$ cat config.mk
export PLATFORM = sky130hd
export DESIGN_NAME = ccd_readout_seq
export DESIGN_NICKNAME = d
export VERILOG_FILES = /design/src/rtl/ccd_seq_pkg.sv /design/src/rtl/ccd_seq_ctrl.sv /design/src/rtl/ccd_seq_dp.sv /design/src/rtl/ccd_readout_seq.sv
export SDC_FILE = /design/constraint.sdc
export NUM_CORES = 1
export LEC_CHECK = 0
export BUFFER_PORTS_ARGS = -buffer_cell sky130_fd_sc_hd__buf_2
export CAP_MARGIN = 20
export CORE_ASPECT_RATIO = 1.75
export CORE_MARGIN = 5
export CORE_UTILIZATION = 55
export CTS_CLUSTER_DIAMETER = 40
export DETAILED_ROUTE_END_ITERATION = 8
export PLACE_DENSITY_LB_ADDON = 0.12
export SETUP_SLACK_MARGIN = 0.02
export SLEW_MARGIN = 25
export SYNTH_ARGS = -nofsm -noshare
export SYNTH_HDL_FRONTEND = slang
export SYNTH_HIERARCHICAL = 1
export SYNTH_SLANG_ARGS = --single-unit
$ cat constraint.sdc
create_clock -name clk -period 7.8 [get_ports clk]
set_input_delay 1.56 -clock clk [delete_from_list [all_inputs] [get_ports clk]]
set_output_delay 1.56 -clock clk [all_outputs]
set_load 0.005 [all_outputs]
$ cat src/rtl/ccd_seq_pkg.sv
package ccd_seq_pkg;

  typedef enum logic [2:0] {
    ST_IDLE,
    ST_INTEG,
    ST_VSHIFT,
    ST_XFER,
    ST_SETTLE,
    ST_HSHIFT,
    ST_DONE
  } seqState_t;

  // control -> datapath strobes and levels
  typedef struct packed {
    logic frameLoad;
    logic lineStart;
    logic vRestart;
    logic stepAdv;
    logic xferLoad;
    logic rowDone;
    logic settleLoad;
    logic hStart;
    logic lineEnd;
    logic vActive;
    logic xferActive;
    logic hActive;
  } seqStrobe_t;

  // datapath -> control status
  typedef struct packed {
    logic tmrLast;
    logic vLastStep;
    logic binRowsLast;
    logic lineLastHalf;
    logic lastLine;
  } seqStatus_t;

endpackage

$ cat src/rtl/ccd_seq_ctrl.sv
module ccd_seq_ctrl
  import ccd_seq_pkg::*;
(
  input  logic       clk,
  input  logic       rstN,
  input  logic       start,
  input  seqStatus_t sts,
  output seqStrobe_t str,
  output logic       shutterClose,
  output logic       frameDone
);

  seqState_t state, nextState;

  always_ff @(posedge clk) begin
    if (!rstN) state <= ST_IDLE;
    else       state <= nextState;
  end

  always_comb begin
    str            = '0;
    nextState      = state;
    str.vActive    = (state == ST_VSHIFT);
    str.xferActive = (state == ST_XFER);
    str.hActive    = (state == ST_HSHIFT);
    case (state)
      ST_IDLE: begin
        if (start) begin
          str.frameLoad = 1'b1;
          nextState     = ST_INTEG;
        end
      end
      ST_INTEG: begin
        if (sts.tmrLast) begin
          str.lineStart = 1'b1;
          nextState     = ST_VSHIFT;
        end
      end
      ST_VSHIFT: begin
        if (sts.tmrLast) begin
          if (sts.vLastStep) begin
            str.xferLoad = 1'b1;
            nextState    = ST_XFER;
          end else begin
            str.stepAdv = 1'b1;
          end
        end
      end
      ST_XFER: begin
        if (sts.tmrLast) begin
          str.rowDone = 1'b1;
          if (sts.binRowsLast) begin
            str.settleLoad = 1'b1;
            nextState      = ST_SETTLE;
          end else begin
            str.vRestart = 1'b1;
            nextState    = ST_VSHIFT;
          end
        end
      end
      ST_SETTLE: begin
        if (sts.tmrLast) begin
          str.hStart = 1'b1;
          nextState  = ST_HSHIFT;
        end
      end
      ST_HSHIFT: begin
        if (sts.lineLastHalf) begin
          str.lineEnd = 1'b1;
          if (sts.lastLine) begin
            nextState = ST_DONE;
          end else begin
            str.lineStart = 1'b1;
            nextState     = ST_VSHIFT;
          end
        end
      end
      ST_DONE:  nextState = ST_IDLE;
      default:  nextState = ST_IDLE;
    endcase
  end

  assign shutterClose = (state == ST_VSHIFT) || (state == ST_XFER) ||
                        (state == ST_SETTLE) || (state == ST_HSHIFT) ||
                        (state == ST_DONE);
  assign frameDone    = (state == ST_DONE);


  done_pulse_chk: assert property (@(posedge clk) disable iff (!rstN)
    frameDone |=> !frameDone);


  shutter_hold_chk: assert property (@(posedge clk) disable iff (!rstN)
    (shutterClose && !frameDone) |=> shutterClose);

endmodule

$ cat src/rtl/ccd_seq_dp.sv
module ccd_seq_dp
  import ccd_seq_pkg::*;
#(
  parameter int ROWS        = 330,
  parameter int ACTIVE_COLS = 1100,
  parameter int DUMMY       = 3,
  parameter int LEAD_ISO    = 16,
  parameter int TRAIL_ISO   = 16,
  parameter int STEP_CLKS   = 4,
  parameter int TG_CLKS     = 4,
  parameter int SETTLE_CLKS = 2,
  parameter int INT_W       = 24,
  parameter int BIN_W       = 8
) (
  input  logic                           clk,
  input  logic                           rstN,
  input  logic [INT_W-1:0]               intLen,
  input  logic [BIN_W-1:0]               binFactor,
  input  seqStrobe_t                     str,
  output seqStatus_t                     sts,
  output logic                           v1,
  output logic                           v2,
  output logic                           v3,
  output logic                           tg,
  output logic                           h1,
  output logic                           h2,
  output logic                           pixValid,
  output logic [$clog2(ROWS+1)-1:0]      rowIdx,
  output logic [$clog2(ACTIVE_COLS)-1:0] colIdx
);

  localparam int LINE    = DUMMY + LEAD_ISO + ACTIVE_COLS + TRAIL_ISO;
  localparam int FIRST   = DUMMY + LEAD_ISO;
  localparam int ROW_W   = $clog2(ROWS + 1);
  localparam int COL_W   = $clog2(ACTIVE_COLS);
  localparam int HALF_W  = $clog2(2 * LINE);
  localparam int POS_W   = HALF_W - 1;
  localparam int CW      = (ROW_W > BIN_W) ? ROW_W : BIN_W;
  localparam int TMR_W   = INT_W;
  localparam logic [TMR_W-1:0]  STEP_T  = TMR_W'(STEP_CLKS);
  localparam logic [TMR_W-1:0]  TG_T    = TMR_W'(TG_CLKS);
  localparam logic [TMR_W-1:0]  SET_T   = TMR_W'(SETTLE_CLKS);
  localparam logic [POS_W:0]    FIRST_P = (POS_W+1)'(FIRST);
  localparam logic [POS_W:0]    END_P   = (POS_W+1)'(FIRST + ACTIVE_COLS);
  localparam logic [HALF_W-1:0] LAST_H  = HALF_W'(2 * LINE - 1);

  logic [TMR_W-1:0]  tmr;
  logic [2:0]        vStep;
  logic [BIN_W-1:0]  binReg;
  logic [ROW_W-1:0]  rowsLeft;
  logic [ROW_W-1:0]  lineIdx;
  logic [CW-1:0]     binCnt;
  logic [HALF_W-1:0] halfCnt;
  logic [CW-1:0]     rowsLeftX, binX, binThis;
  logic [POS_W:0]    posX;
  logic              inActive;
  logic [2:0]        vPat;

  // shared down-counter for integration, steps, gate and settle
  always_ff @(posedge clk) begin
    if (!rstN)                                     tmr <= '0;
    else if (str.frameLoad)                        tmr <= (intLen == '0) ? TMR_W'(1) : intLen;
    else if (str.lineStart || str.vRestart || str.stepAdv) tmr <= STEP_T;
    else if (str.xferLoad)                         tmr <= TG_T;
    else if (str.settleLoad)                       tmr <= SET_T;
    else if (tmr != '0)                            tmr <= tmr - TMR_W'(1);
  end

  always_ff @(posedge clk) begin
    if (!rstN) begin
      vStep    <= '0;
      binReg   <= BIN_W'(1);
      rowsLeft <= '0;
      lineIdx  <= '0;
      binCnt   <= '0;
      halfCnt  <= '0;
    end else begin
      if (str.lineStart || str.vRestart) vStep <= '0;
      else if (str.stepAdv)              vStep <= vStep + 3'd1;

      if (str.frameLoad) binReg <= (binFactor == '0) ? BIN_W'(1) : binFactor;

      if (str.frameLoad) begin
        rowsLeft <= ROW_W'(ROWS);
        lineIdx  <= '0;
      end else if (str.lineEnd) begin
        rowsLeft <= ROW_W'(rowsLeftX - binThis);
        lineIdx  <= lineIdx + ROW_W'(1);
      end

      if (str.lineStart)    binCnt <= '0;
      else if (str.rowDone) binCnt <= binCnt + CW'(1);

      if (str.hStart)       halfCnt <= '0;
      else if (str.hActive) halfCnt <= halfCnt + HALF_W'(1);
    end
  end

  // rows gathered in the current line: a partial bin at the frame end
  assign rowsLeftX = CW'(rowsLeft);
  assign binX      = CW'(binReg);
  assign binThis   = (rowsLeftX < binX) ? rowsLeftX : binX;

  assign sts.tmrLast      = (tmr == TMR_W'(1));
  assign sts.vLastStep    = (vStep == 3'd5);
  assign sts.binRowsLast  = (binCnt == binThis - CW'(1));
  assign sts.lineLastHalf = (halfCnt == LAST_H);
  assign sts.lastLine     = (rowsLeftX <= binX);

  // vertical phase pattern {v1,v2,v3}
  always_comb begin
    vPat = 3'b110;
    if (str.vActive) begin
      case (vStep)
        3'd0:    vPat = 3'b110;
        3'd1:    vPat = 3'b010;
        3'd2:    vPat = 3'b011;
        3'd3:    vPat = 3'b001;
        3'd4:    vPat = 3'b101;
        default: vPat = 3'b100;
      endcase
    end
  end

  assign v1 = vPat[2];
  assign v2 = vPat[1];
  assign v3 = vPat[0];
  assign tg = str.xferActive;
  assign h1 = ~(str.hActive & halfCnt[0]);
  assign h2 = ~h1;

  assign posX     = {1'b0, halfCnt[HALF_W-1:1]};
  assign inActive = (posX >= FIRST_P) && (posX < END_P);
  assign pixValid = str.hActive & halfCnt[0] & inActive;
  assign colIdx   = pixValid ? COL_W'(posX - FIRST_P) : '0;
  assign rowIdx   = lineIdx;


  v_legal_chk: assert property (@(posedge clk) disable iff (!rstN)
    ($countones({v1, v2, v3}) == 1) || ($countones({v1, v2, v3}) == 2));


  xfer_hold_chk: assert property (@(posedge clk) disable iff (!rstN)
    tg |-> (v1 && v2 && !v3));


  settle_gap_chk: assert property (@(posedge clk) disable iff (!rstN)
    $fell(h1) |-> (!$past(tg) && !$past(tg, 2)));


  pix_half_chk: assert property (@(posedge clk) disable iff (!rstN)
    pixValid |-> !h1);


  bin_full_chk: assert property (@(posedge clk) disable iff (!rstN)
    str.lineEnd |-> (binCnt == binThis));

endmodule

$ cat src/rtl/ccd_readout_seq.sv
module ccd_readout_seq
  import ccd_seq_pkg::*;
#(
  parameter int ROWS        = 330,
  parameter int ACTIVE_COLS = 1100,
  parameter int DUMMY       = 3,
  parameter int LEAD_ISO    = 16,
  parameter int TRAIL_ISO   = 16,
  parameter int STEP_CLKS   = 4,
  parameter int TG_CLKS     = 4,
  parameter int SETTLE_CLKS = 2,
  parameter int INT_W       = 24,
  parameter int BIN_W       = 8
) (
  input  logic                           clk,
  input  logic                           rstN,
  input  logic                           start,
  input  logic [INT_W-1:0]               intLen,
  input  logic [BIN_W-1:0]               binFactor,
  output logic                           v1,
  output logic                           v2,
  output logic                           v3,
  output logic                           tg,
  output logic                           h1,
  output logic                           h2,
  output logic                           shutterClose,
  output logic                           pixValid,
  output logic [$clog2(ROWS+1)-1:0]      rowIdx,
  output logic [$clog2(ACTIVE_COLS)-1:0] colIdx,
  output logic                           frameDone
);

  seqStrobe_t str;
  seqStatus_t sts;

  ccd_seq_ctrl u_ctrl (
    .clk          (clk),
    .rstN         (rstN),
    .start        (start),
    .sts          (sts),
    .str          (str),
    .shutterClose (shutterClose),
    .frameDone    (frameDone)
  );

  ccd_seq_dp #(
    .ROWS        (ROWS),
    .ACTIVE_COLS (ACTIVE_COLS),
    .DUMMY       (DUMMY),
    .LEAD_ISO    (LEAD_ISO),
    .TRAIL_ISO   (TRAIL_ISO),
    .STEP_CLKS   (STEP_CLKS),
    .TG_CLKS     (TG_CLKS),
    .SETTLE_CLKS (SETTLE_CLKS),
    .INT_W       (INT_W),
    .BIN_W       (BIN_W)
  ) u_dp (
    .clk       (clk),
    .rstN      (rstN),
    .intLen    (intLen),
    .binFactor (binFactor),
    .str       (str),
    .sts       (sts),
    .v1        (v1),
    .v2        (v2),
    .v3        (v3),
    .tg        (tg),
    .h1        (h1),
    .h2        (h2),
    .pixValid  (pixValid),
    .rowIdx    (rowIdx),
    .colIdx    (colIdx)
  );

endmodule

# Yosys cells after proc, flatten, opt, wreduce, memory -nomap -nowiden
# Cells that the tools add are included.
# totals
ff_bits	77
# op_classes
magnitude_cmp	4
n_reduce_logical	19
n_addsub	8
mux	42
n_bitwise	4
eq_ne	21
# ops
operator	n
$mux W24	6
$mux W3	10
$mux W9	3
$eq A24 B1 Y1 const B	1
$logic_not A24 Y1	1
$reduce_bool A24 Y1	1
$sub A24 B1 Y24 const B	1
$add A9 B1 Y9 const B	2
$pmux W3 S6	1
$eq A3 B3 Y1 const B	5
$pmux W3 S5	1
$mux W1	14
$add A12 B1 Y12 const B	1
$eq A12 B12 Y1 const B	1
$eq A3 B2 Y1 const B	4
$ge A11 B5 Y1 const B	1
$lt A11 B11 Y1 const B	1
$mux W11	1
$sub A11 B5 Y11 const B	1
$eq A9 B9 Y1	1
$le A9 B8 Y1	1
$lt A9 B8 Y1	1
$sub A9 B1 Y9 const B	1
$sub A9 B9 Y9	1
other kinds (17)	37

# Logic depth before layout (Yosys ltp)
# logic_depth
depth_word	11
depth_mapped	22
ltp_nobuf	18

# Cells and area by module
# The synthesis kept the hierarchy.
# modules_own_cells
mod	instances	seq_area_each_um2	area_each_um2	cells_each
ccd_seq_dp	1	1481.4	4799.6	612
ccd_seq_ctrl	1	60.1	337.8	48

# Least setup slack after synthesis
# OpenSTA, ideal clock, no wires.
# synth_path
path_type	register to register
from	register u_dp.binReg[3]
to	register u_dp.tmr[19]
slack_ps	3298
synth_period_minus_slack_ps	4502
t_arrival_ps	4444
path_stages_with_launch	21
path_cell_list	dfxtp_1 > clkbuf_1 > inv_1 > ha_1 > and4_1 > a221oi_1 > o21ai_0 > buf_2 > mux2i_1 > xor2_1 > o211ai_1 > o31a_1 > nor4_1 > nor2b_1 > or4_1 > nor3_1 > nand2_1 > nor2_1 > a22oi_1 > nor2_1 > o21a_1
# synth_lines
element	line_no	source
from (decl)	ccd_seq_dp.sv:49	logic [BIN_W-1:0] binReg;
from (signal assigned)	ccd_seq_dp.sv:81	if (str.frameLoad) binReg <= (binFactor == '0) ? BIN_W'(1) : binFactor;
to (signal assigned)	ccd_seq_dp.sv:62	else if (str.frameLoad) tmr <= (intLen == '0) ? TMR_W'(1) : intLen;
to (signal assigned)	ccd_seq_dp.sv:66	else if (tmr != '0) tmr <= tmr - TMR_W'(1);
to (decl)	ccd_seq_dp.sv:47	logic [TMR_W-1:0] tmr;

==> results.yml <==
die:
  die_w_um: 83.1
  fp.dieH_um: 138
  core_area_mm2: 0.00909
  die_area_mm2: 0.0114
  pin_count: 64
  rows: 46
  start_util_pct: 56.5
power:
  p_int_mw: 1.08
  power_density_mw_per_mm2: 324
  peakVddDrop_mv: 0.205
  p_sw_mw: 0.792
  leakage_nw: 2.42
  seqPwrFrac_pct: 30.8
  switching_share_pct: 42.3
  clkPwrFrac_pct: 21.5
  comb_power_share_pct: 47.7
worst_setup_path:
  worst-path-buf-inv: 2
  cp.required_ps: 8030
  cpPeakStageDelay_ps: 570
  arrival_ps: 5360
  critPathCaptureType: "flop"
  crit_chain: "inv_1 > ha_1 > and4_1 > a221oi_1 > o21ai_1 > buf_4 > mux2_2 > and2_1 > nor4_1 > a21oi_1 > nor4_1 > nor2b_1 > or4_1 > or3_1 > nor2_2 > o21ai_0 > and2_1"
  path_delay_family: "simple AND/OR/NAND/NOR gates"
  cpMaxStageDelayCell: "or4_1"
  r2r_cells: 17
  rrSetupSlack_ps: 2670
  worst_r2r_endpoint: "u_dp/tmr[5]"
  worst-path-max-fanout: 21
  cp-start-kind: "flop"
  r2r-start: "u_dp/binReg[3]"
  critPathKind: "reg2reg"
routing:
  vias: 5010
  viasPerCell: 6.03
  first_pass_iters: 5
  totalWireLength_um: 13800
  ant_nets: 0
  wire_per_inst_um: 16.6
  drc: 0
  drt-initial-drc-count: 331
run:
  maxCapViolCount: 0
yosys:
  syn_area_mm2: 0.00514
  synth_compound_area_share_pct: 18.9
  yosys-top-cells-area: "dfxtp_1 30%, ha_1 6.6%, nor2_1 6.1%"
  ys_ff_latch: 77
  synth_fa_ha_area_share_pct: 6.97
  synth-edff-count: 0
  syn_avg_cell_area_um2: 7.78
  synth_xor_area_share_pct: 7.50
  synth_top_family_by_area: "simple AND/OR/NAND/NOR gates"
  synth_top_area_cell: "dfxtp_1"
  synth_simple_gate_area_share_pct: 27.1
  synth.distinct_cells: 66
  synth_top_area_share_pct: 30.0
  yosysSeqAreaShare_pct: 30.0
  synthArstFlopShare_pct: 0
  yosys_warnings: 6
  synthMuxAreaShare_pct: 4.36
  synth.net_count: 723
  synth-main-ff-cell: "dfxtp_1"
  syn_inst: 660
min_path:
  hold_path_class: "reg2reg"
  min_to: "u_dp/tmr[21]"
  hp-start: "u_dp/tmr[21]"
  min_path_cells: 2
placement:
  numPortBuffers: 63
  globalplace.congestion: 0.936
  place_area_mm2: 0.00550
  hpwl_um: 10500
cells_and_area:
  layout_commonest_cell: "nor2_1"
  area_delta_synth_final_pct: 12.5
  n_antenna_cell: 0
  design_area_mm2: 0.00578
  final_cell_mix: "81 x nor2_1, 77 x dfxtp_1, 63 x buf_2"
  drive_gt1_share_pct: 13.9
  finalNetCount: 770
timing:
  fin_crit_sh_pct: 65.8
  setup_viol: 0
  setup_tns_ps: 0
  hold_viol: 0
  rsz0062_at_grt: "false"
  finalClockSkew_ps: 7.42
  clock.fmax_ghz: 0.195
  fin_crit_ps: 5130
  slew_headroom_pct: 43.1
  worst_pin_slew_ps: 847
  maxSlewViolCount: 0
grt:
  grt_max_degree: 35
  grt_overflow: 0
  grt_pass1_wl_um: 22900
  track_usage_pct: 24.4
  antenna_found_initial: 0
  grt_pass1_vias: 4967
clock_network:
  cts_max_level: 3
  cts_buffers: 9
  cts_tree: "done"
  clockBufferDepth: 2
  path_clk_slew_ps: 60
  cts_hold_buffers: 0
  cts_root_buf: "clkbuf_16"
  cts_resized: 0
  insertion_delay_ps: 340
  cts_sinks: 77
  postCtsSetupRepairBufs: 0
run_status:
  outcome: "finished clean"
[synthesized netlist by cell type, types with 3 or more instances]
library cell	number
nor2_1	83
dfxtp_1	77
nand2_1	48
o21ai_0	44
a21oi_1	38
inv_1	33
ha_1	27
xnor2_1	22
xor2_1	22
clkbuf_1	20
mux2i_1	19
nor3_1	19
nor4_1	16
or3_1	15
a22oi_1	14
and2_1	14
and3_1	11
nand3_1	11
nand4_1	11
nor2b_1	10
nand2b_1	8
a211oi_1	6
a21boi_0	6
a31oi_1	6
nor3b_1	5
o211ai_1	5
o21a_1	5
buf_2	4
o311ai_0	4
o31a_1	4
a21o_1	3
buf_1	3
buf_4	3
mux2_2	3
or4_1	3
[how the worst max path moves through the flow]
| stage | start | slack [ps] | to | cells past startpoint |
|---|---|---|---|---|
| after global placement | u_dp/binReg[3] | 2810 | u_dp/tmr[9] | 17 |
| after floorplan | u_dp/binReg[3] | 3300 | u_dp/tmr[19] | 20 |
| after CTS | u_dp/binReg[3] | 2680 | u_dp/tmr[5] | 17 |
| final | u_dp/binReg[3] | 2670 | u_dp/tmr[5] | 17 |
| after detailed placement | u_dp/binReg[3] | 2710 | u_dp/tmr[5] | 17 |
| after global routing | u_dp/binReg[3] | 2180 | u_dp/tmr[10] | 18 |
[tightest hold or removal path, cell delays in order, from the launching register on]
cell and delay, ps:
dfxtp_1 310, nand3_1 60, o21ai_1 50
[sequential cells by signal, indices dropped and copies added, names as in the netlist]
signal         count
u_ctrl/state       3
u_dp/binCnt        9
u_dp/binReg        8
u_dp/halfCnt      12
u_dp/rowIdx        9
u_dp/rowsLeft      9
u_dp/tmr          24
u_dp/vStep         3
[logic make-up (layout without fill, tap and decap cells)]
logic type | Yosys count | count (layout)
XOR/XNOR | 44 | 44
adder cells (fa/ha/maj) | 28 | 28
buffers and inverters | 64 | 115
AO/OA/AOI/OAI | 154 | 154
AND/OR/NAND/NOR | 271 | 271
flip-flops | 77 | 77
multiplexers | 22 | 22
[final cells by class]
cell class              count  area, µm²
clock buffers              10        229
well taps                 120        150
inverters                  33        124
clock inverters             5       52.6
multi-input cells         519       3340
repair buffers             67        345
fillers                   891       3310
flip-flops and latches     77       1540
[routing by layer]
layer  vias up  track usage, %  share of wire [%]
met5         -               0                  0
met4         0            14.4                4.4
met3        53            3.57                4.1
met2       155            47.2                 54
met1      2366            24.7                 37
li1       2436               -                  -
[power by group through the flow]
stage / Combinational (mW) / Sequential (mW) / Clock (mW)
floorplan: 0.719 / 0.541 / 0
global placement: 0.857 / 0.576 / 0
detailed placement: 0.876 / 0.579 / 0
CTS: 0.882 / 0.571 / 0.410
global route: 1.00 / 0.585 / 0.426
finish: 0.893 / 0.576 / 0.402
[metrics by stage]
step	power (mW)	hold WS (ps)	instances	setup WS, ps	utilization, %
6_report	1.87	468	831	2670	63.6
5_1_grt	2.01	508	831	2180	63.6
2_1_floorplan	1.26	441	660	3300	-
3_5_place_dp	1.45	457	816	2710	60.4
4_1_cts	1.86	465	831	2680	63.5
3_3_place_gp	1.43	456	816	2810	60.4
No activity file was read; power rests on OpenSTA's default activity.
